--- src/rtl/hilo_mac_pkg.sv ---
package hilo_mac_pkg;
  localparam int OP_W = 4;

  typedef enum logic [1:0] {
    K_MUL = 2'b00,
    K_NEG = 2'b01,
    K_ADD = 2'b10,
    K_SUB = 2'b11
  } mac_kind_e;

  // bit 3: return HI, bits 2:1: kind, bit 0: unsigned operands
  typedef struct packed {
    logic      hi_sel;
    mac_kind_e kind;
    logic      unsgn;
  } mac_op_t;
endpackage

--- src/rtl/hilo_mac_seq.sv ---
module hilo_mac_seq #(
  parameter int LATENCY = 4
) (
  input  logic clk,
  input  logic rst_n,
  input  logic op_valid,
  output logic op_ready,
  output logic accept,
  output logic fire,
  output logic res_done
);
  localparam int CNT_W = $clog2(LATENCY + 1) + 1;

  logic [CNT_W-1:0] cnt_q;
  logic             busy;

  assign busy     = (cnt_q != '0);
  assign op_ready = !busy;
  assign accept   = op_valid && !busy;
  assign fire     = busy && (cnt_q == CNT_W'(LATENCY));

  always_ff @(posedge clk) begin
    if (!rst_n) begin
      cnt_q    <= '0;
      res_done <= 1'b0;
    end else begin
      res_done <= fire;
      if (accept)     cnt_q <= CNT_W'(1);
      else if (fire)  cnt_q <= '0;
      else if (busy)  cnt_q <= cnt_q + CNT_W'(1);
    end
  end
endmodule

--- src/rtl/hilo_mac_alu.sv ---
module hilo_mac_alu
  import hilo_mac_pkg::*;
#(
  parameter int W = 32
) (
  input  mac_kind_e        kind,
  input  logic             unsgn,
  input  logic [W-1:0]     a,
  input  logic [W-1:0]     b,
  input  logic [2*W-1:0]   acc,
  output logic [2*W-1:0]   nxt
);
  localparam int AW = 2 * W;

  logic [W-1:0]  opnd [2];
  logic [AW-1:0] ext  [2];
  logic [AW-1:0] prod;

  assign opnd[0] = a;
  assign opnd[1] = b;

  for (genvar g = 0; g < 2; g++) begin : g_ext
    assign ext[g] = unsgn ? {{W{1'b0}}, opnd[g]}
                          : {{W{opnd[g][W-1]}}, opnd[g]};
  end

  assign prod = ext[0] * ext[1];

  always_comb begin
    unique case (kind)
      K_MUL:   nxt = prod;
      K_NEG:   nxt = '0 - prod;
      K_ADD:   nxt = acc + prod;
      default: nxt = acc - prod;
    endcase
  end
endmodule

--- src/rtl/hilo_mac_acc.sv ---
module hilo_mac_acc
  import hilo_mac_pkg::*;
#(
  parameter int W = 32
) (
  input  logic             clk,
  input  logic             rst_n,
  input  logic             accept,
  input  logic             fire,
  input  logic             busy,
  input  logic [OP_W-1:0]  op_code,
  input  logic [W-1:0]     op_a,
  input  logic [W-1:0]     op_b,
  input  logic [2*W-1:0]   nxt,
  input  logic             hi_wr_en,
  input  logic [W-1:0]     hi_wr_data,
  input  logic             lo_wr_en,
  input  logic [W-1:0]     lo_wr_data,
  output mac_op_t          op_q,
  output logic [W-1:0]     a_q,
  output logic [W-1:0]     b_q,
  output logic [W-1:0]     hi_q,
  output logic [W-1:0]     lo_q,
  output logic [W-1:0]     res_q
);
  always_ff @(posedge clk) begin
    if (!rst_n) begin
      op_q  <= '0;
      a_q   <= '0;
      b_q   <= '0;
      hi_q  <= '0;
      lo_q  <= '0;
      res_q <= '0;
    end else begin
      if (accept) begin
        op_q <= mac_op_t'(op_code);
        a_q  <= op_a;
        b_q  <= op_b;
      end
      if (fire) begin
        hi_q  <= nxt[2*W-1:W];
        lo_q  <= nxt[W-1:0];
        res_q <= op_q.hi_sel ? nxt[2*W-1:W] : nxt[W-1:0];
      end else if (!busy) begin
        if (hi_wr_en) hi_q <= hi_wr_data;
        if (lo_wr_en) lo_q <= lo_wr_data;
      end
    end
  end
endmodule

--- src/rtl/hilo_mac.sv ---
module hilo_mac
  import hilo_mac_pkg::*;
#(
  parameter int W       = 32,
  parameter int LATENCY = 4
) (
  input  logic            clk,
  input  logic            rst_n,
  input  logic            op_valid,
  output logic            op_ready,
  input  logic [OP_W-1:0] op_code,
  input  logic [W-1:0]    op_a,
  input  logic [W-1:0]    op_b,
  output logic            res_done,
  output logic [W-1:0]    res_data,
  input  logic            hi_wr_en,
  input  logic [W-1:0]    hi_wr_data,
  input  logic            lo_wr_en,
  input  logic [W-1:0]    lo_wr_data,
  output logic [W-1:0]    hi_rd,
  output logic [W-1:0]    lo_rd
);
  logic           accept, fire;
  mac_op_t        op_q;
  logic [W-1:0]   a_q, b_q;
  logic [2*W-1:0] nxt;

  hilo_mac_seq #(.LATENCY(LATENCY)) seq_i (
    .clk(clk), .rst_n(rst_n), .op_valid(op_valid), .op_ready(op_ready),
    .accept(accept), .fire(fire), .res_done(res_done)
  );

  hilo_mac_alu #(.W(W)) alu_i (
    .kind(op_q.kind), .unsgn(op_q.unsgn), .a(a_q), .b(b_q),
    .acc({hi_rd, lo_rd}), .nxt(nxt)
  );

  hilo_mac_acc #(.W(W)) acc_i (
    .clk(clk), .rst_n(rst_n), .accept(accept), .fire(fire), .busy(!op_ready),
    .op_code(op_code), .op_a(op_a), .op_b(op_b), .nxt(nxt),
    .hi_wr_en(hi_wr_en), .hi_wr_data(hi_wr_data),
    .lo_wr_en(lo_wr_en), .lo_wr_data(lo_wr_data),
    .op_q(op_q), .a_q(a_q), .b_q(b_q), .hi_q(hi_rd), .lo_q(lo_rd), .res_q(res_data)
  );
endmodule

--- config.mk ---
export PLATFORM = sky130hd
export DESIGN_NAME = hilo_mac
export DESIGN_NICKNAME = d
export VERILOG_FILES = /design/src/rtl/hilo_mac_pkg.sv /design/src/rtl/hilo_mac_seq.sv /design/src/rtl/hilo_mac_alu.sv /design/src/rtl/hilo_mac_acc.sv /design/src/rtl/hilo_mac.sv
export SDC_FILE = /design/constraint.sdc
export NUM_CORES = 2
export LEC_CHECK = 0
export CAP_MARGIN = 20
export CORE_UTILIZATION = 45
export CTS_CLUSTER_SIZE = 16
export DETAILED_ROUTE_END_ITERATION = 7
export DONT_BUFFER_PORTS = 1
export PLACE_DENSITY_LB_ADDON = 0.15
export RECOVER_POWER = 25
export SLEW_MARGIN = 20
export SYNTH_ARGS = -nofsm -noshare
export SYNTH_HDL_FRONTEND = slang
export SYNTH_SLANG_ARGS = --single-unit
--- constraint.sdc ---
create_clock -name clk -period 37.1 [get_ports clk]
set_clock_uncertainty 0.05 [all_clocks]
set_input_delay 1.855 -clock clk [delete_from_list [all_inputs] [get_ports clk]]
set_output_delay 1.855 -clock clk [all_outputs]
set_load 0.005 [all_outputs]
==> metrics.yaml <==
portBuffers: 0
gp_congestion: 0.9925
async_flop_share: 0
avgViaCountPerCell: 5.502
worst_pin_slew_ps: 3311
cts.path.max_buffers: 2
power_switching_uw: 1614
hp-start: "acc_i.b_q[15]"
core_um2: 137500
final-seq-area_um2: 3392
layout_common_cells: "inv_1 (1540), fa_1 (1434), nand2_1 (897)"
cts_tree: "done"
syn_area_um2: 62350
drt-total-wl_um: 202900
finalCriticalPeriod_ps: 14730
cts_sinks: 169
cts_setup_buffers: 0
violations: "max-capacitance violations, max-slew violations"
holdCritPathClass: "register to register"
max_slew_margin: -1.207
die_y_um: 374.2
r2r_cells: 42
hold_viol_final: 0
p_comb_frac: 0.838
path_buf_inv: 5
final_common_cell: "inv_1"
slowest_delay_ps: 760
numCtsBuffers: 17
num_vias: 47710
slew_violations: 93
outcome: "complete, but fails checks"
drc_errors: 0
synth_cells: 7121
leakage_uw: 0.03197
cp_top_family: "adder cells"
yosysWarnings: 0
r2r_start: "acc_i.a_q[31]"
clock_latency_ps: 600
grt_overflow: 0
p_clk_frac: 0.081
fmax_mhz: 67.88
irDropWorstVdd_mv: 0.03554
rows: 136
synth_flop_cell: "dfxtp_1"
sw_frac_of_total: 0.5973
cp_slowest_cell: "fa_1"
fin_nets: 8794
max_cap_viol_count: 2
syn-num-nets: 9057
path_max_fanout: 34
critical_path.startpoint: "acc_i.a_q[31]"
drive_gt1_frac: 0.02605
num_io_pins: 235
synth_seq_cells: 169
yosysUniqueCellTypes: 99
multi_input_area_um2: 51800
routedWlPerCell_um: 23.40
yosysSeqAreaShare: 0.05426
htree_levels: 4
post_cts_resized: 0
whs_path_depth: 2
synth_edf_count: 0
drt_first_pass_iters: 5
met1_usage: 0.4031
cts_hold_buf: 0
top_usage_layer: "met2"
cellPowerDensity_nw_per_um2: 41.88
start_util: 0.4535
synthToLayoutAreaGrowth_pct: 3.481
rsz0062_at_grt: "no"
p_seq_frac: 0.080
grtUsageMet2: 0.5002
p_int_uw: 1088
critPathRequiredTime_ps: 37550
end_kind: "register"
fin_util: 0.4693
cts-root-buf: "clkbuf_16"
antenna_found_initial: 8
crit_path_frequent_cell: "fa_1"
dp_hpwl_um: 169500
track_usage: 0.2989
startpoint_type: "register"
syn_area_per_cell_um2: 8.756
cp.depth: 42
grt_max_degree: 69
drt_iter0_markers: 3326
setup.worst_path.class: "register to register"
grt_pass1_wl_um: 316800
first_global_vias: 51430
arrival_ps: 15180
finalCritPeriodShare: 0.3971
drtAntennaViolNets: 0
path_clk_slew_ps: 150
die_x_um: 374.2
fillCellCount: 13520
gr-usage-met3: 0.03521
setup_viol: 0
dieArea_um2: 140100
setup_tns_ps: 0
-- stage by stage --
stage / total power (uW) / hold slack [ps] / instance area [um2] / instances / worst slack (ps)
after floorplan: 1764 / 400.3 / 62350 / 7121 / 24590
after global placement: 2456 / 392.2 / 63880 / 8633 / 22570
after detailed placement: 2453 / 397.7 / 63880 / 8633 / 22370
after CTS: 2685 / 408.5 / 64510 / 8665 / 22370
after global routing: 2935 / 425.4 / 64520 / 8669 / 21510
final: 2702 / 405.5 / 64530 / 8671 / 22370
-- worst min-delay path, stage by stage, from the launching register on --
cell and delay (ps):
dfxtp_1 310, nand2_1 50, a21oi_1 50
-- layer usage --
layer  wire length, um  up-vias
li1                  -    21170
met1             88420    24710
met2             95610     1546
met3             11660      282
met4              7201        0
met5                 0        -
-- cell usage after synthesis, types with 12 or more instances --
cell type  count  area share
a221oi_1      12      0.0017
or2_2         17      0.0017
o21ai_0      191       0.015
inv_1       1541       0.093
o21bai_1      17      0.0020
o21a_1        29      0.0035
nand2b_1      16      0.0016
nand3_1       52      0.0042
and2_1       588       0.059
a211oi_1      72      0.0087
o211ai_1      33      0.0040
ha_1         365       0.073
or3_1         25      0.0025
xnor2_1      165       0.023
nor3_1        43      0.0035
a22oi_1       34      0.0041
and3_1        29      0.0029
nor2b_1       31      0.0031
nand4_1       40      0.0040
a21oi_1      293       0.024
xor2_1        84       0.012
fa_1        1434        0.46
a21o_1        72      0.0087
or4_1         20      0.0024
clkbuf_1     345       0.021
dfxtp_1      169       0.054
a31oi_1       20      0.0020
nand2_1      899       0.054
buf_1         12     0.00072
mux2i_1       35      0.0056
o31ai_1       20      0.0024
nor2_1       201       0.012
-- sequential cells by signal, summed over array words and instances, names as in the netlist --
register and cells:
acc_i.lo_q 32, acc_i.res_q 32, acc_i.hi_q 32, acc_i.b_q 32, seq_i.res_done 1, seq_i.cnt_q 4
acc_i.a_q 32, acc_i.op_q 4
-- final timing paths --
kind	to	slack, ps
hold / removal	acc_i.b_q[15]	410
setup reg to reg	acc_i.res_q[31]	22370
hold reg to reg	acc_i.b_q[15]	410
setup / recovery	acc_i.res_q[31]	22370
-- layout make-up --
class                   instances  share of cell area
diodes                          6           0.0002327
inverters                    1542             0.08972
well taps                    1794             0.03479
clock buffers                  18            0.006651
multi-input cells            5040              0.8027
clock inverters                14            0.003122
repair buffers                 88             0.01018
flip-flops and latches        169             0.05257
-- power groups by stage --
stage / sequential [uW] / combinational, uW / clock [uW]
2_1_floorplan: 211 / 1550 / 0
3_5_place_dp: 221 / 2230 / 0
6_report: 217 / 2270 / 220
5_1_grt: 218 / 2490 / 230
3_3_place_gp: 221 / 2240 / 0
4_1_cts: 217 / 2240 / 225
-- kinds of logic (layout without fill, tap and decap cells) --
kind of cell	Yosys count	count (layout)	synth area share
muxes	41	41	0.006702
other	0	6	0
adders and majority gates	1800	1800	0.5338
AOI/OAI and AO/OA	931	931	0.09571
DFF	169	169	0.05426
xor gates and xnor gates	249	249	0.03497
and+or+nand+nor	2019	2019	0.1591
buffers and inverters	1912	1662	0.1155
No activity file was read; power rests on OpenSTA's default activity.
